$ cat src/rtl/mmap_pkg.sv
package mmap_pkg;

    localparam int CPU_AW = 16;
    localparam int CPU_DW = 8;
    localparam int PAGE_W = 12;

    // Region boundaries (last address of each window)
    localparam logic [CPU_AW-1:0] CART_LO_END   = 16'h7FFF;
    localparam logic [CPU_AW-1:0] VRAM_END      = 16'h9FFF;
    localparam logic [CPU_AW-1:0] CART_RAM_END  = 16'hBFFF;
    localparam logic [CPU_AW-1:0] WRAM_END      = 16'hFDFF;
    localparam logic [CPU_AW-1:0] OAM_END       = 16'hFE9F;
    localparam logic [CPU_AW-1:0] DEAD_END      = 16'hFEFF;
    localparam logic [CPU_AW-1:0] HRAM_START    = 16'hFF80;
    localparam logic [CPU_AW-1:0] HRAM_END      = 16'hFFFE;

    // Boot overlay windows
    localparam logic [CPU_AW-1:0] BOOT_LO_END   = 16'h00FF;
    localparam logic [CPU_AW-1:0] BOOT_HI_START = 16'h0200;
    localparam logic [CPU_AW-1:0] BOOT_HI_END   = 16'h08FF;

    // Registers held inside the decoder
    localparam logic [CPU_AW-1:0] BOOTCTL_ADDR  = 16'hFF50;
    localparam logic [CPU_AW-1:0] BANKCTL_ADDR  = 16'hFF70;

    // Select bit positions
    localparam int SEL_CART = 0;
    localparam int SEL_VRAM = 1;
    localparam int SEL_WRAM = 2;
    localparam int SEL_OAM  = 3;
    localparam int SEL_IO   = 4;
    localparam int SEL_HRAM = 5;
    localparam int SEL_BOOT = 6;
    localparam int SEL_N    = 7;

    typedef enum logic [3:0] {
        RG_OPEN,
        RG_BOOT,
        RG_CART,
        RG_VRAM,
        RG_WRAM,
        RG_OAM,
        RG_IO,
        RG_HRAM,
        RG_BOOTCTL,
        RG_BANKCTL
    } region_e;

    // Read view (overlay applied) and write view (overlay ignored)
    typedef struct packed {
        region_e rd;
        region_e wr;
    } route_t;

    function automatic region_e sel_region(input int idx);
        case (idx)
            SEL_CART: return RG_CART;
            SEL_VRAM: return RG_VRAM;
            SEL_WRAM: return RG_WRAM;
            SEL_OAM:  return RG_OAM;
            SEL_IO:   return RG_IO;
            SEL_HRAM: return RG_HRAM;
            default:  return RG_BOOT;
        endcase
    endfunction

    // Populated peripheral registers in page 0xFF (low byte)
    function automatic logic io_present(input logic [7:0] lo);
        return lo inside {[8'h00:8'h02], [8'h04:8'h07], 8'h0F,
                          [8'h10:8'h26], [8'h30:8'h3F], [8'h40:8'h4D],
                          8'h4F, [8'h51:8'h55], [8'h68:8'h6B], 8'hFF};
    endfunction

endpackage

$ cat src/rtl/mmap_region_decode.sv
module mmap_region_decode
    import mmap_pkg::*;
(
    input  logic [CPU_AW-1:0] addr,
    input  logic              boot_on,
    input  logic              color_mode,
    output route_t            route
);

    region_e base;
    logic    in_lo_win;
    logic    in_hi_win;
    logic    overlay;

    always_comb begin
        if (addr <= CART_LO_END)
            base = RG_CART;
        else if (addr <= VRAM_END)
            base = RG_VRAM;
        else if (addr <= CART_RAM_END)
            base = RG_CART;
        else if (addr <= WRAM_END)
            base = RG_WRAM;
        else if (addr <= OAM_END)
            base = RG_OAM;
        else if (addr <= DEAD_END)
            base = RG_OPEN;
        else if (addr == BOOTCTL_ADDR)
            base = RG_BOOTCTL;
        else if (addr == BANKCTL_ADDR)
            base = RG_BANKCTL;
        else if (addr >= HRAM_START && addr <= HRAM_END)
            base = RG_HRAM;
        else if (io_present(addr[7:0]))
            base = RG_IO;
        else
            base = RG_OPEN;
    end

    assign in_lo_win = (addr <= BOOT_LO_END);
    assign in_hi_win = (addr >= BOOT_HI_START) && (addr <= BOOT_HI_END);
    assign overlay   = boot_on && (in_lo_win || (color_mode && in_hi_win));

    assign route.rd = overlay ? RG_BOOT : base;
    assign route.wr = base;

endmodule

$ cat src/rtl/mmap_ctrl_regs.sv
module mmap_ctrl_regs
    import mmap_pkg::*;
#(
    parameter int BANK_W = 3
) (
    input  logic              clk,
    input  logic              rst,
    input  logic              wr_boot,
    input  logic              wr_bank,
    input  logic              color_mode,
    input  logic [CPU_DW-1:0] wdata,
    output logic              boot_on,
    output logic [BANK_W-1:0] bank_q
);

    localparam logic [BANK_W-1:0] BANK_DEFAULT = BANK_W'(1);

    logic [BANK_W-1:0] bank_in;

    assign bank_in = (wdata[BANK_W-1:0] == '0) ? BANK_DEFAULT : wdata[BANK_W-1:0];

    always_ff @(posedge clk) begin
        if (rst) begin
            boot_on <= 1'b1;
            bank_q  <= BANK_DEFAULT;
        end else begin
            // Disabling is one-way: zero writes never re-arm the overlay
            if (wr_boot && (wdata != '0))
                boot_on <= 1'b0;
            if (wr_bank && color_mode)
                bank_q <= bank_in;
        end
    end

endmodule

$ cat src/rtl/mmap_wram_map.sv
module mmap_wram_map
    import mmap_pkg::*;
#(
    parameter int BANK_W = 3
) (
    input  logic [CPU_AW-1:0]        addr,
    input  logic [BANK_W-1:0]        bank,
    output logic [BANK_W+PAGE_W-1:0] phys
);

    localparam int AW = BANK_W + PAGE_W;

    always_comb begin
        case (addr[CPU_AW-1:PAGE_W])
            4'hC:    phys = AW'(addr[PAGE_W-1:0]);
            4'hD:    phys = {bank, addr[PAGE_W-1:0]};
            default: phys = AW'(addr[PAGE_W:0]);
        endcase
    end

endmodule

$ cat src/rtl/mmap_rdata_mux.sv
module mmap_rdata_mux
    import mmap_pkg::*;
#(
    parameter int BANK_W = 3
) (
    input  region_e           rd_region,
    input  logic              boot_on,
    input  logic              color_mode,
    input  logic [BANK_W-1:0] bank_q,
    input  logic [CPU_DW-1:0] boot_rdata,
    input  logic [CPU_DW-1:0] cart_rdata,
    input  logic [CPU_DW-1:0] vram_rdata,
    input  logic [CPU_DW-1:0] wram_rdata,
    input  logic [CPU_DW-1:0] oam_rdata,
    input  logic [CPU_DW-1:0] io_rdata,
    input  logic [CPU_DW-1:0] hram_rdata,
    output logic [CPU_DW-1:0] rdata
);

    localparam int PAD_W = CPU_DW - BANK_W;

    logic [CPU_DW-1:0] bank_view;

    assign bank_view = color_mode ? {{PAD_W{1'b1}}, bank_q} : '1;

    always_comb begin
        case (rd_region)
            RG_BOOT:    rdata = boot_rdata;
            RG_CART:    rdata = cart_rdata;
            RG_VRAM:    rdata = vram_rdata;
            RG_WRAM:    rdata = wram_rdata;
            RG_OAM:     rdata = oam_rdata;
            RG_IO:      rdata = io_rdata;
            RG_HRAM:    rdata = hram_rdata;
            RG_BOOTCTL: rdata = CPU_DW'(!boot_on);
            RG_BANKCTL: rdata = bank_view;
            default:    rdata = '1;
        endcase
    end

endmodule

$ cat src/rtl/mmap_decoder.sv
module mmap_decoder
    import mmap_pkg::*;
#(
    parameter int BANK_W = 3
) (
    input  logic                     clk,
    input  logic                     rst,
    input  logic [CPU_AW-1:0]        cpu_addr,
    input  logic [CPU_DW-1:0]        cpu_wdata,
    input  logic                     cpu_rd,
    input  logic                     cpu_wr,
    input  logic                     color_mode,
    input  logic [CPU_DW-1:0]        boot_rdata,
    input  logic [CPU_DW-1:0]        cart_rdata,
    input  logic [CPU_DW-1:0]        vram_rdata,
    input  logic [CPU_DW-1:0]        wram_rdata,
    input  logic [CPU_DW-1:0]        oam_rdata,
    input  logic [CPU_DW-1:0]        io_rdata,
    input  logic [CPU_DW-1:0]        hram_rdata,
    output logic [SEL_N-1:0]         region_sel,
    output logic [BANK_W+PAGE_W-1:0] wram_addr,
    output logic [CPU_DW-1:0]        cpu_rdata
);

    localparam logic [BANK_W-1:0] MONO_BANK = BANK_W'(1);

    route_t            route;
    logic              boot_on;
    logic [BANK_W-1:0] bank_q;
    logic [BANK_W-1:0] bank_eff;
    logic              wr_boot;
    logic              wr_bank;

    mmap_region_decode u_decode (
        .addr       (cpu_addr),
        .boot_on    (boot_on),
        .color_mode (color_mode),
        .route      (route)
    );

    assign wr_boot = cpu_wr && (route.wr == RG_BOOTCTL);
    assign wr_bank = cpu_wr && (route.wr == RG_BANKCTL);

    mmap_ctrl_regs #(.BANK_W(BANK_W)) u_regs (
        .clk        (clk),
        .rst        (rst),
        .wr_boot    (wr_boot),
        .wr_bank    (wr_bank),
        .color_mode (color_mode),
        .wdata      (cpu_wdata),
        .boot_on    (boot_on),
        .bank_q     (bank_q)
    );

    assign bank_eff = color_mode ? bank_q : MONO_BANK;

    mmap_wram_map #(.BANK_W(BANK_W)) u_wmap (
        .addr (cpu_addr),
        .bank (bank_eff),
        .phys (wram_addr)
    );

    mmap_rdata_mux #(.BANK_W(BANK_W)) u_rmux (
        .rd_region  (route.rd),
        .boot_on    (boot_on),
        .color_mode (color_mode),
        .bank_q     (bank_q),
        .boot_rdata (boot_rdata),
        .cart_rdata (cart_rdata),
        .vram_rdata (vram_rdata),
        .wram_rdata (wram_rdata),
        .oam_rdata  (oam_rdata),
        .io_rdata   (io_rdata),
        .hram_rdata (hram_rdata),
        .rdata      (cpu_rdata)
    );

    for (genvar i = 0; i < SEL_N; i++) begin : g_sel
        assign region_sel[i] = (cpu_rd && (route.rd == sel_region(i)))
                            || (cpu_wr && (route.wr == sel_region(i)));
    end

endmodule

$ cat config.mk
export PLATFORM = sky130hd
export DESIGN_NAME = mmap_decoder
export DESIGN_NICKNAME = d
export VERILOG_FILES = /design/src/rtl/mmap_pkg.sv /design/src/rtl/mmap_region_decode.sv /design/src/rtl/mmap_ctrl_regs.sv /design/src/rtl/mmap_wram_map.sv /design/src/rtl/mmap_rdata_mux.sv /design/src/rtl/mmap_decoder.sv
export SDC_FILE = /design/constraint.sdc
export NUM_CORES = 1
export LEC_CHECK = 0
export ABC_AREA = 1
export CAP_MARGIN = 25
export CORE_MARGIN = 2
export CORE_UTILIZATION = 39
export DETAILED_ROUTE_END_ITERATION = 7
export GPL_TIMING_DRIVEN = 0
export PLACE_DENSITY = 0.87
export SLEW_MARGIN = 20
export SYNTH_ARGS = -nofsm -noshare
export SYNTH_HDL_FRONTEND = slang
export SYNTH_SLANG_ARGS = --single-unit
$ cat constraint.sdc
create_clock -name clk -period 8 [get_ports clk]
set_input_delay 2.4 -clock clk [delete_from_list [all_inputs] [get_ports clk]]
set_output_delay 2.4 -clock clk [all_outputs]
set_load 0.05 [all_outputs]
# [After elaboration in Yosys (flattened, before gate mapping)]
# Cells that the tools add are included.
[word_totals] reg_bits=4 in_bits=85 out_inout_bits=30 word_cells=109
[classes] order_cmp=25 n_eq_ne=25 mux=16 reduce_logical=41
[ops] op="less-or-equal comparator 16 bit, second input constant" n=6
[ops] op="case mux 8 bit (9 select lines)" n=1
[ops] op="2-to-1 mux 4 bit" n=10
[ops] op="== test 16 bit, second input constant" n=2
[ops] op="== test 4 x 3 -> 1 bit, second input constant" n=8
[ops] op="case mux 15 bit (2 select lines)" n=1
[ops] op="logical AND 1 bit" n=29
[ops] op="== test 4 bit, second input constant" n=6
[ops] op=">= comparator 8 x 7 -> 1 bit, second input constant" n=3
[ops] op="less-or-equal comparator 8 x 7 -> 1 bit, second input constant" n=3
[ops] op="== test 4 x 2 -> 1 bit, second input constant" n=4
[ops] op=">= comparator 16 x 10 -> 1 bit, second input constant" n=1
[ops] op=">= comparator 16 bit, second input constant" n=1
[ops] op="less-or-equal comparator 16 x 12 -> 1 bit, second input constant" n=1
[ops] op="less-or-equal comparator 16 x 15 -> 1 bit, second input constant" n=1
[ops] op="less-or-equal comparator 16 x 8 -> 1 bit, second input constant" n=1
[ops] op="less-or-equal comparator 8 x 6 -> 1 bit, second input constant" n=2
[ops] op="2-to-1 mux 3 bit" n=4
[ops] op="nonzero test 10 bit" n=1
[ops] op="== test 4 x 1 -> 1 bit, second input constant" n=2
[ops] op="== test 8 x 4 -> 1 bit, second input constant" n=1
[ops] op="== test 8 x 7 -> 1 bit, second input constant" n=1
[ops] op="== test 8 bit, second input constant" n=1
[ops] op=">= comparator 8 x 1 -> 1 bit, second input constant" n=1
[ops] op="other kinds (9)" n=16

# [Depth between registers and ports, before layout]
# Gate-level depths: netlist (run 1).
[depth] word_depth=17 depth_mapped=17 depth_no_buf=16

# [Cells and area by module]
# A second synthesis (run 1) with hierarchy kept.
[hier_totals] hier_cells=368 hier_area_um2=1751.7
[by_module_without_submodules] module="mmap_rdata_mux" instances=1 cells_per_inst=158 area_each_um2=765.7 seq_area_each_um2=0.0
[by_module_without_submodules] module="mmap_region_decode" instances=1 cells_per_inst=111 area_each_um2=471.7 seq_area_each_um2=0.0
[by_module_without_submodules] module="mmap_decoder" instances=1 cells_per_inst=51 area_each_um2=214.0 seq_area_each_um2=0.0
[by_module_without_submodules] module="mmap_ctrl_regs" instances=1 cells_per_inst=25 area_each_um2=165.2 seq_area_each_um2=80.1
[by_module_without_submodules] module="mmap_wram_map" instances=1 cells_per_inst=23 area_each_um2=135.1 seq_area_each_um2=0.0

# [Worst setup path before layout (run 1)]
# Ideal clock, no wire load.
[synth_timing] path_kind="in2out" start="in cpu_addr[4]" end="out region_sel[2]" t_arrival_ps=4665 path_slack_ps=935 path_stages=15 cell_sequence="buf_4 -> nand2_1 -> nor2_1 -> nand2_1 -> nand2_2 -> nor2_4 -> nor2_2 -> nand3_2 -> nand2_4 -> nand2_4 -> nand2_8 -> inv_8 -> buf_8 -> nand2_2 -> nor3_1"
[synth_between] elab_chain_len=17 word_cells_on_any_way=59 cone_classes="order compare (25); eq/ne (7); mux (11); reduce/logical (16)"
[synth_lines] item="start, declared" line="mmap_decoder.sv:8" text="input logic [CPU_AW-1:0] cpu_addr,"
[synth_lines] item=">= comparator 8 x 1 -> 1 bit (tied with other cells)" line="mmap_pkg.sv:69" text="return lo inside {[8'h00:8'h02], [8'h04:8'h07], 8'h0F,"
[synth_lines] item="logical AND 1 bit" line="mmap_pkg.sv:69"
[synth_lines] item="nonzero test 10 bit" line="mmap_pkg.sv:69"
[synth_lines] item="2-to-1 mux 3 bit" line="mmap_region_decode.sv:34" text="else if (io_present(addr[7:0]))"
[synth_lines] item="2-to-1 mux 4 bit" line="mmap_region_decode.sv:32" text="else if (addr >= HRAM_START && addr <= HRAM_END)"
[synth_lines] item="2-to-1 mux 4 bit" line="mmap_region_decode.sv:30" text="else if (addr == BANKCTL_ADDR)"
[synth_lines] item="2-to-1 mux 4 bit" line="mmap_region_decode.sv:28" text="else if (addr == BOOTCTL_ADDR)"
[synth_lines] item="2-to-1 mux 4 bit" line="mmap_region_decode.sv:26" text="else if (addr <= DEAD_END)"
[synth_lines] item="2-to-1 mux 4 bit" line="mmap_region_decode.sv:24" text="else if (addr <= OAM_END)"
[synth_lines] item="2-to-1 mux 4 bit" line="mmap_region_decode.sv:22" text="else if (addr <= WRAM_END)"
[synth_lines] item="2-to-1 mux 4 bit" line="mmap_region_decode.sv:20" text="else if (addr <= CART_RAM_END)"
[synth_lines] item="2-to-1 mux 4 bit" line="mmap_region_decode.sv:18" text="else if (addr <= VRAM_END)"
[synth_lines] item="2-to-1 mux 4 bit" line="mmap_region_decode.sv:16" text="if (addr <= CART_LO_END)"
[synth_lines] item="2-to-1 mux 4 bit" line="mmap_region_decode.sv:44" text="assign route.rd = overlay ? RG_BOOT : base;"
[synth_lines] item="== test 4 x 3 -> 1 bit" line="mmap_decoder.sv:79" text="assign region_sel[i] = (cpu_rd && (route.rd == sel_region(i)))"
[synth_lines] item="logical AND 1 bit" line="mmap_decoder.sv:79"
[synth_lines] item="logical OR 1 bit (*)" line="mmap_decoder.sv:80" text="|| (cpu_wr && (route.wr == sel_region(i)));"
[synth_lines] item="end, declared" line="mmap_decoder.sv:20" text="output logic [SEL_N-1:0] region_sel,"
# Mark *: on every way between the ends. The rest lies on a longest branch, timed or not.

# [Worst setup path in the final report (run 1)]
[layout_timing] start="in cpu_addr[1]" end="out region_sel[1]"
[layout_between] elab_chain_len=17 word_cells_on_any_way=59 cone_classes="order compare (25); eq/ne (7); mux (11); reduce/logical (16)"
[layout_lines] item=">= comparator 8 x 1 -> 1 bit (tied with other cells)" line="mmap_pkg.sv:69"
[layout_lines] item="logical AND 1 bit" line="mmap_pkg.sv:69"
[layout_lines] item="nonzero test 10 bit" line="mmap_pkg.sv:69"
[layout_lines] item="2-to-1 mux 3 bit" line="mmap_region_decode.sv:34"
[layout_lines] item="2-to-1 mux 4 bit" line="mmap_region_decode.sv:32"
[layout_lines] item="2-to-1 mux 4 bit" line="mmap_region_decode.sv:30"
[layout_lines] item="2-to-1 mux 4 bit" line="mmap_region_decode.sv:28"
[layout_lines] item="2-to-1 mux 4 bit" line="mmap_region_decode.sv:26"
[layout_lines] item="2-to-1 mux 4 bit" line="mmap_region_decode.sv:24"
[layout_lines] item="2-to-1 mux 4 bit" line="mmap_region_decode.sv:22"
[layout_lines] item="2-to-1 mux 4 bit" line="mmap_region_decode.sv:20"
[layout_lines] item="2-to-1 mux 4 bit" line="mmap_region_decode.sv:18"
[layout_lines] item="2-to-1 mux 4 bit" line="mmap_region_decode.sv:16"
[layout_lines] item="2-to-1 mux 4 bit" line="mmap_region_decode.sv:44"
[layout_lines] item="== test 4 x 2 -> 1 bit" line="mmap_decoder.sv:79"
[layout_lines] item="logical AND 1 bit" line="mmap_decoder.sv:79"
[layout_lines] item="logical OR 1 bit (*)" line="mmap_decoder.sv:80"
# Marks and branches as above.

==> summary.txt, run 1 <==
========================================================================================
Outcome                                                                     complete, no violations
Clock tree from TritonCTS                                                          built
Total number of vias                                                                2360
CTS sink cnt                                                                           4
Via count normalized by instance count                                             4.989
Number of global-route vias before repair                                           1902
Hpwl dp                                                                         4.935 mm
Core occupancy in the finished layout                                             71.25%
Count of unique library cells instantiated by Yosys                                   29
Cell breakdown of the critical path                                         clkdlybuf4s50_1, nand2_1, nor2_1, nand2_1, nand2_2, nor2_4, nor2_2, nand3_2, nand2_4, nand2_4, a21oi_2, nand2_1, nor2_1, clkdlybuf4s50_1
Height of the die                                                               68.56 um
Number of optimization iterations in the first detailed-route pass                     5
Netlist area before placement                                                   1625 um2
Worst rel slew slack                                                              65.04%
CTS max path bufs                                                                      2
Final hold slack                                                               0.4734 ns
CP Capture Type                                                             primary output
Die area                                                                        4700 um2
Die Width                                                                       68.56 um
Remaining routing DRC violations                                                       0
Worst EP arrival                                                                 5.39 ns
Hold/Removal Path Class                                                          reg2reg
Starting Density                                                                  40.63%
Area of all sequential standard cells                                          80.08 um2
CTS Hold Buffers Added                                                                 0
MaxCap Viol Count                                                                      0
Startpoint type of the worst setup path                                     primary input
Number of standard-cell rows in the floorplan                                         23
Slew @ Worst Pin                                                               0.5227 ns
Ys Warns                                                                               0
Floorplan core area                                                             4000 um2
DRC violation total after the first TritonRoute iteration                            160
Fin. Hold Viols                                                                        0
Routed wire length                                                              6.030 mm
Final critical path time including I/O delays and setup                         7.793 ns
Worst slack after detailed placement                                          0.06619 ns
Setup TNS Final                                                                     0 ns
Setup repair after global routing missed its margin                                false
Worst-case clock skew                                                               0 ns
Maximum operating frequency                                                   0.1283 GHz
WP data required                                                                 5.60 ns
Post-synthesis cell count                                                            310
Count of antenna diodes in the layout                                                  0
Synth-to-Final Area Change                                                        75.37%
Crit path setup slack, layout                                                  0.2069 ns
Mean instance size in the synthesized netlist                                  5.243 um2
Clock transition at path regs                                                    0.03 ns
Maximum fanout along the worst path                                                   10
CTS Root Buffer Type                                                        sky130_fd_sc_hd__clkbuf_8
Multi-input combinational cell area                                             1266 um2
Final setup violation count                                                            0
Clk Latency, worst-skew pair                                                     0.23 ns
Largest net degree at the start of global routing                                     11
Remaining Overflow, GRT                                                                0
Number of buffers added by the clock tree synthesis step                               3
Synth Net Count                                                                      395
Final net count                                                                      510
Total global routing track utilization                                            23.82%
Global-route wire length before repair                                          8.645 mm
Part of the Yosys area used for sequential elements                               4.927%
Type of the worst setup path                                                      in2out
Antenna violations before repair                                                       0
Worst path most repeated cell                                               sky130_fd_sc_hd__nand2_1
Maximum ir drop on the vdd rail                                               0.08060 mV
Leakage                                                                         1.429 nW
Portion of the clock cycle consumed by the worst path in the final layout         97.41%
Fraction of layout instances using a drive strength above 1                       12.29%
Flops & latches, synth                                                                 4
Final RePlAce weighted congestion                                                 0.9074
Quantity of I/O buffers inserted on ports                                            110
Deepest level of the CTS H-tree                                                        1
Fillers                                                                              369
Count of nets left with antenna violations after detail routing                        0
Total I/O pin count                                                                  115
Ratio of total power to cell area                                           78.56 nW/um2
Post-DR wirelength/cell                                                         12.75 um
Count of pins over their slew limit                                                    0
Master of the slowest instance on the critical path                         sky130_fd_sc_hd__clkdlybuf4s50_1
Critical Path Max Stage Delay                                                    0.80 ns
========================================================================================
-- power by group --
part / internal (mW) / switching (mW) / total (mW) / leakage, nW
registers: 0.0201 / 0.0000000782 / 0.0201 / 0.0323
logic: 0.0719 / 0.0857 / 0.158 / 1.37
clock network: 0.0324 / 0.0139 / 0.0462 / 0.0216
total: 0.124 / 0.0995 / 0.224 / 1.43
-- routing by layer --
layer	track usage (%)	vias to the layer above	part of all wire [%]
met5	0	-	0
met4	5.000	0	1.4
met3	2.435	11	5.4
met2	40.02	96	50
met1	32.78	1044	43
li1	-	1209	-
-- cell usage in the layout (no fill, tap or decap), drive strengths merged --
cell type | netlist | final
a31oi | 1 | 1
clkinv | 1 | 1
clkbuf | 0 | 3
a21oi | 9 | 9
dlymetal6s2s | 0 | 8
a21o | 1 | 1
dfxtp | 4 | 4
nand3 | 52 | 52
nand4 | 5 | 5
clkdlybuf4s50 | 0 | 102
nor3 | 4 | 4
buf | 18 | 18
o31ai | 1 | 1
inv | 30 | 30
nand2 | 112 | 112
o21ai | 7 | 7
nor2 | 61 | 61
o221ai | 1 | 1
nor4 | 3 | 3
-- area by class of cell --
type,instances,share of cell area [%]
buffer,18,5.268
tap,50,2.195
timing repair buffer,110,39.33
clock buffer,3,1.449
sequential,4,2.809
inverter,31,4.522
multi-input combinational,257,44.42
-- worst max-delay path, delay by kind of cell --
kind	cells	cell delay [ns]
buffers and inverters	2	1.42
AND/OR/NAND/NOR	11	1.17
AO/OA/AOI/OAI	1	0.40
-- flip-flops by register name (all words and copies together), names as in the netlist --
register / flops
u_regs.bank_q: 3
u_regs.boot_on: 1
-- through the flow --
stage / cell area, um2 / instances / total power [mW]
2_1_floorplan: 1625 / 310 / 0.1068
3_3_place_gp: 2789 / 470 / 0.1767
3_5_place_dp: 2789 / 470 / 0.1778
4_1_cts: 2830 / 473 / 0.2231
5_1_grt: 2850 / 473 / 0.2334
6_report: 2850 / 473 / 0.2239
-- path summary, 6_finish.rpt --
| path | cells after the start | start | endpoint | slack (ns) |
|---|---|---|---|---|
| setup / recovery | 14 | cpu_addr[1] | region_sel[1] | 0.21 |
| hold / removal | 2 | u_regs.boot_on$_SDFFE_PP1P_ | u_regs.boot_on$_SDFFE_PP1P_ | 0.47 |
| setup reg to reg | 2 | u_regs.bank_q[1]$_SDFFE_PP0P_ | u_regs.bank_q[1]$_SDFFE_PP0P_ | 7.33 |
| hold reg to reg | 2 | u_regs.boot_on$_SDFFE_PP1P_ | u_regs.boot_on$_SDFFE_PP1P_ | 0.47 |
-- timing repair --
item | CTS | global route
endpoints found under the setup margin | 0 | 8
gates resized for setup | 0 | 8
setup buffers | 0 | 0
-- logic make-up after synthesis --
family | Yosys count | share of synthesized area, %
compound gates | 20 | 7.237
buf+inv | 49 | 17.17
flops | 4 | 4.927
simple gates | 237 | 70.67
-- cells in the mapped netlist (all sizes together) --
cell type | instances | share of area, %
nor3 | 4 | 1.2
o21ai | 7 | 2.2
nand2 | 112 | 31
o221ai | 1 | 0.54
nand3 | 52 | 16
a21oi | 9 | 3.2
nor2 | 61 | 18
a21o | 1 | 0.46
inv | 30 | 7.4
buf | 18 | 9.2
dfxtp | 4 | 4.9
o31ai | 1 | 0.46
nor4 | 3 | 1.2
nand4 | 5 | 2.8
a31oi | 1 | 0.39
clkinv | 1 | 0.54
No activity file was read; power rests on OpenSTA's default activity.
==> run 2, diff against run 1 <==
- CAP_MARGIN: 25 -> 10
- RECOVER_POWER: default -> 50
==> summary.txt, run 2 (synthesized netlist as in run 1, its figures left out) <==
========================================================================================
CP Capture Type                                                             primary output
Fillers                                                                              370
Largest net degree at the start of global routing                                     11
Worst-case clock skew                                                               0 ns
Leading cell type in the layout, fill and taps excluded                     sky130_fd_sc_hd__nand2_1
Register bank with the most flops                                           u_regs.bank_q
Number of buffers added by the clock tree synthesis step                               3
Top flop regs                                                               u_regs.bank_q x3, u_regs.boot_on x1
Slew @ Worst Pin                                                               0.6951 ns
Final RePlAce weighted congestion                                                 0.9074
Via count normalized by instance count                                             4.947
Number of global-route vias before repair                                           1902
Post-DR wirelength/cell                                                         12.67 um
Final total power                                                               222.7 uW
Max FFs per register                                                                   3
Hpwl dp                                                                         4.935 mm
Routed wire length                                                              5.994 mm
Count of antenna diodes in the layout                                                  0
DRC violation total after the first TritonRoute iteration                            214
Maximum fanout along the worst path                                                   10
Final critical path time including I/O delays and setup                         7.788 ns
Total number of vias                                                                2340
Height of the die                                                               68.56 um
Die area                                                                        4700 um2
Floorplan core area                                                             4000 um2
Worst EP arrival                                                                 5.39 ns
Leading cell types in the layout, fill and taps excluded                    sky130_fd_sc_hd__nand2_1 (99), sky130_fd_sc_hd__clkdlybuf4s50_1 (90), sky130_fd_sc_hd__nor2_1 (52), sky130_fd_sc_hd__nand3_1 (51), sky130_fd_sc_hd__inv_1 (27)
Fraction of layout instances using a drive strength above 1                       12.06%
Multi-input combinational cell area                                             1264 um2
CTS Root Buffer Type                                                        sky130_fd_sc_hd__clkbuf_8
Count of nets left with antenna violations after detail routing                        0
Hold/Removal Path Class                                                          reg2reg
Clock tree from TritonCTS                                                          built
Global-route wire length before repair                                          8.645 mm
Setup repair after global routing missed its margin                                false
Antenna violations before repair                                                       0
WP data required                                                                 5.60 ns
Portion of the clock cycle consumed by the worst path in the final layout         97.34%
Cell area reported after detailed placement                                     2789 um2
Setup TNS Final                                                                     0 ns
Total global routing track utilization                                            23.82%
Crit path setup slack, layout                                                  0.2124 ns
Remaining routing DRC violations                                                       0
Quantity of I/O buffers inserted on ports                                            110
CTS max path bufs                                                                      2
Clk Latency, worst-skew pair                                                     0.23 ns
Total I/O pin count                                                                  115
Remaining Overflow, GRT                                                                0
Placed cell count                                                                    470
Clock transition at path regs                                                    0.03 ns
Synth-to-Final Area Change                                                        75.21%
Count of pins over their slew limit                                                    0
Type of the worst setup path                                                      in2out
Worst slack after detailed placement                                          0.06619 ns
Outcome                                                                     complete, no violations
CTS sink cnt                                                                           4
Leakage                                                                         1.432 nW
Die Width                                                                       68.56 um
Final net count                                                                      510
Final instance count without filler cells                                            473
Starting Density                                                                  40.63%
Cell area after layout                                                          2848 um2
Area of all sequential standard cells                                          80.08 um2
Number of optimization iterations in the first detailed-route pass                     4
Number of standard-cell rows in the floorplan                                         23
Ratio of total power to cell area                                           78.20 nW/um2
Final setup violation count                                                            0
Fin. Hold Viols                                                                        0
Worst rel slew slack                                                              53.49%
Startpoint type of the worst setup path                                     primary input
Maximum ir drop on the vdd rail                                               0.08069 mV
Deepest level of the CTS H-tree                                                        1
Maximum operating frequency                                                   0.1284 GHz
MaxCap Viol Count                                                                      0
========================================================================================
## run 2: cell count changes in the layout (fill, tap and decap cells not counted), sizes merged
cell,delta
clkdlybuf4s50,-12
dlygate4sd3,+12
## run 2: worst paths after layout
kind	start	endpoint	slack (ns)	cells past startpoint
worst max-delay path	cpu_addr[1]	region_sel[1]	0.21	14
worst min-delay path	u_regs.boot_on$_SDFFE_PP1P_	u_regs.boot_on$_SDFFE_PP1P_	0.47	2
worst max register to register	u_regs.bank_q[1]$_SDFFE_PP0P_	u_regs.bank_q[1]$_SDFFE_PP0P_	7.34	2
worst min register to register	u_regs.boot_on$_SDFFE_PP1P_	u_regs.boot_on$_SDFFE_PP1P_	0.47	2
## run 2: cell type report
cell class              instances  share of cell area [%]
plain buffers                  18                   5.272
clock buffers                   3                   1.450
inverters                      31                   4.525
multi-input cells             257                   44.38
flip-flops and latches          4                   2.812
well taps                      50                   2.197
repair buffers                110                   39.37
## run 2: critical path: stages
cell                              delay [ns]
sky130_fd_sc_hd__clkdlybuf4s50_1        0.62
sky130_fd_sc_hd__nand2_1                0.14
sky130_fd_sc_hd__nor2_1                 0.14
sky130_fd_sc_hd__nand2_1                0.09
sky130_fd_sc_hd__nand2_2                0.08
sky130_fd_sc_hd__nor2_4                 0.07
sky130_fd_sc_hd__nor2_2                 0.11
sky130_fd_sc_hd__nand3_2                0.08
sky130_fd_sc_hd__nand2_4                0.11
sky130_fd_sc_hd__nand2_4                0.09
sky130_fd_sc_hd__a21oi_2                0.40
sky130_fd_sc_hd__nand2_1                0.13
sky130_fd_sc_hd__nor2_1                 0.11
sky130_fd_sc_hd__clkdlybuf4s50_1        0.80
## run 2: per-layer routing
metal  share of wire (%)  track usage (%)  vias up
li1                    -                -     1214
met1                  43            32.78     1025
met2                  51            40.02       92
met3                 4.9            2.435        9
met4                 1.4            5.000        0
met5                   0                0        -
## run 2: repair_timing
action	in CTS	in global routing
setup buffers	0	0
resized for setup	0	8
hold buffers	0	0
setup endpoints to repair	0	8
## run 2: through the flow
stage | utilization, % | hold slack [ns]
finish | 71.19 | 0.4735
global route | 71.19 | 0.5089
CTS | 70.75 | 0.4731
detailed placement | 69.72 | 0.4608
global placement | 69.72 | 0.4553
floorplan | - | 0.4392
## run 2: report_power, final
group	total (mW)	switching [mW]	internal [mW]
logic	0.156	0.0853	0.0707
clock network	0.0466	0.0142	0.0324
registers	0.0201	0.0000000805	0.0201
total	0.223	0.0995	0.123
==> run 3, diff against run 2 <==
- CELL_PAD_IN_SITES_DETAIL_PLACEMENT: default -> 2
- CELL_PAD_IN_SITES_GLOBAL_PLACEMENT: default -> 2
- CORE_UTILIZATION: 39 -> 16
- PLACE_DENSITY: 0.87 -> 0.83
==> summary.txt, run 3 (synthesized netlist as in run 1, its figures left out) <==
========================================================================================
WP data required                                                                 5.60 ns
Top flop regs                                                               u_regs.bank_q x3, u_regs.boot_on x1
Maximum fanout along the worst path                                                   10
Clock transition at path regs                                                    0.03 ns
Final net count                                                                      510
Largest net degree at the start of global routing                                     11
Total number of vias                                                                2432
Setup repair after global routing missed its margin                                false
Final RePlAce weighted congestion                                                 0.7926
End of the worst register-to-register path                                  u_regs.bank_q[1]$_SDFFE_PP0P_
Hold/Removal Path Class                                                          reg2reg
CTS sink cnt                                                                           4
Number of buffers added by the clock tree synthesis step                               3
Maximum operating frequency                                                   0.1294 GHz
Die area                                                                       10980 um2
Post-DR wirelength/cell                                                         14.98 um
Outcome                                                                     complete, no violations
Area of all sequential standard cells                                          80.08 um2
Via count normalized by instance count                                             4.374
Reg-to-reg slack, setup                                                          7.39 ns
Starting Density                                                                  16.55%
Number of global-route vias before repair                                           2628
Worst hold path cell count                                                             2
Number of standard-cell rows in the floorplan                                         36
Fin. Hold Viols                                                                        0
Cell area after layout                                                          2968 um2
Worst rel slew slack                                                              64.35%
Portion of the clock cycle consumed by the worst path in the final layout         96.62%
Multi-input combinational cell area                                             1279 um2
Maximum ir drop on the vdd rail                                               0.03907 mV
Register bank with the most flops                                           u_regs.bank_q
CP Capture Type                                                             primary output
Max FFs per register                                                                   3
Total global routing track utilization                                            15.15%
Slew @ Worst Pin                                                               0.5339 ns
Fraction of layout instances using a drive strength above 1                       12.29%
Deepest level of the CTS H-tree                                                        1
CTS max path bufs                                                                      2
Setup TNS Final                                                                     0 ns
Leading cell types in the layout, fill and taps excluded                    sky130_fd_sc_hd__nand2_1 (99), sky130_fd_sc_hd__clkdlybuf4s50_1 (85), sky130_fd_sc_hd__nor2_1 (51), sky130_fd_sc_hd__nand3_1 (51), sky130_fd_sc_hd__inv_1 (27)
Cell area reported after detailed placement                                     2893 um2
Type of the worst setup path                                                      in2out
Total I/O pin count                                                                  115
Synth-to-Final Area Change                                                        82.60%
Worst-case clock skew                                                               0 ns
Count of antenna diodes in the layout                                                  0
Endpoint of the worst hold path                                             u_regs.boot_on$_SDFFE_PP1P_
CTS Root Buffer Type                                                        sky130_fd_sc_hd__clkbuf_8
Quantity of I/O buffers inserted on ports                                            110
Global-route wire length before repair                                          13.70 mm
Startpoint type of the worst setup path                                     primary input
Fillers                                                                             1245
DRC violation total after the first TritonRoute iteration                             41
Leading cell type in the layout, fill and taps excluded                     sky130_fd_sc_hd__nand2_1
MaxCap Viol Count                                                                      0
Floorplan core area                                                             9819 um2
Hpwl dp                                                                         7.252 mm
Final critical path time including I/O delays and setup                         7.730 ns
Min-Delay Startpoint                                                        u_regs.boot_on$_SDFFE_PP1P_
Height of the die                                                               104.8 um
Count of pins over their slew limit                                                    0
Number of optimization iterations in the first detailed-route pass                     4
Launching point of the worst reg2reg path                                   u_regs.bank_q[1]$_SDFFE_PP0P_
Remaining Overflow, GRT                                                                0
Reg2reg path depth                                                                     2
Clk Latency, worst-skew pair                                                     0.22 ns
Antenna violations before repair                                                       0
Count of nets left with antenna violations after detail routing                        0
Ratio of total power to cell area                                           75.00 nW/um2
Leakage                                                                         1.503 nW
Routed wire length                                                              8.331 mm
Final setup violation count                                                            0
Remaining routing DRC violations                                                       0
Die Width                                                                       104.8 um
Clock tree from TritonCTS                                                          built
Worst EP arrival                                                                 5.33 ns
========================================================================================
==> run 3: critical path, stage by stage <==
cell and delay [ns]:
sky130_fd_sc_hd__clkdlybuf4s50_1 0.63, sky130_fd_sc_hd__nand2_1 0.15, sky130_fd_sc_hd__nor2_1 0.14, sky130_fd_sc_hd__nand2_1 0.09, sky130_fd_sc_hd__nand2_2 0.08, sky130_fd_sc_hd__nor2_4 0.07
sky130_fd_sc_hd__nor2_2 0.12, sky130_fd_sc_hd__nand3_2 0.09, sky130_fd_sc_hd__nand2_4 0.12, sky130_fd_sc_hd__nand2_4 0.09, sky130_fd_sc_hd__a21oi_4 0.31, sky130_fd_sc_hd__nand2_1 0.12
sky130_fd_sc_hd__nor2_1 0.10, sky130_fd_sc_hd__clkdlybuf4s50_1 0.81
==> run 3: cell type report <==
class | count | area share [%]
inverter | 31 | 4.342
buffer | 18 | 5.059
sequential | 4 | 2.698
clock buffer | 3 | 1.391
timing repair buffer | 110 | 37.82
tap | 133 | 5.607
multi-input combinational | 257 | 43.09
==> run 3: worst max-delay path by stage <==
stage | from | to | slack, ns
finish | cpu_addr[0] | region_sel[0] | 0.27
global route | cpu_addr[0] | region_sel[0] | 0.006
CTS | cpu_addr[10] | region_sel[3] | 0.001
detailed placement | cpu_addr[0] | cpu_rdata[0] | -0.11
global placement | cpu_addr[0] | cpu_rdata[1] | -0.05
floorplan | cpu_addr[4] | region_sel[2] | 0.94
==> run 3: timing repair <==
| item | CTS | global route |
|---|---|---|
| hold endpoints to repair | 0 | 0 |
| buffers inserted | 0 | 0 |
| setup endpoints to repair | 8 | 10 |
| resized for setup | 5 | 10 |
| pin swaps | 0 | 0 |
| hold buffers | 0 | 0 |
==> run 3: metal layers <==
| metal | vias to the layer above | global-route usage, % | share of wire (%) |
|---|---|---|---|
| met5 | - | 0 | 0 |
| met1 | 1164 | 18.25 | 43 |
| li1 | 1213 | - | - |
| met3 | 8 | 1.560 | 2.7 |
| met2 | 47 | 28.94 | 53 |
| met4 | 0 | 2.762 | 1.5 |
==> run 3: per-stage QoR <==
stage / power [mW] / instances / hold WS (ns) / worst slack [ns] / util (%)
floorplan: 0.1068 / 310 / 0.4392 / 0.9355 / -
global placement: 0.1810 / 553 / 0.4601 / -0.05312 / 29.46
detailed placement: 0.1847 / 553 / 0.4624 / -0.1093 / 29.46
CTS: 0.2277 / 556 / 0.4702 / 0.001094 / 29.97
global route: 0.2376 / 556 / 0.4906 / 0.005737 / 30.22
finish: 0.2226 / 556 / 0.4637 / 0.2701 / 30.22
==> run 3: power breakdown <==
| group | switching (mW) | total, mW | leakage [nW] | internal, mW |
|---|---|---|---|---|
| combinational | 0.0900 | 0.160 | 1.45 | 0.0699 |
| sequential | 0.0000000756 | 0.0201 | 0.0323 | 0.0201 |
| clock | 0.0105 | 0.0426 | 0.0216 | 0.0321 |
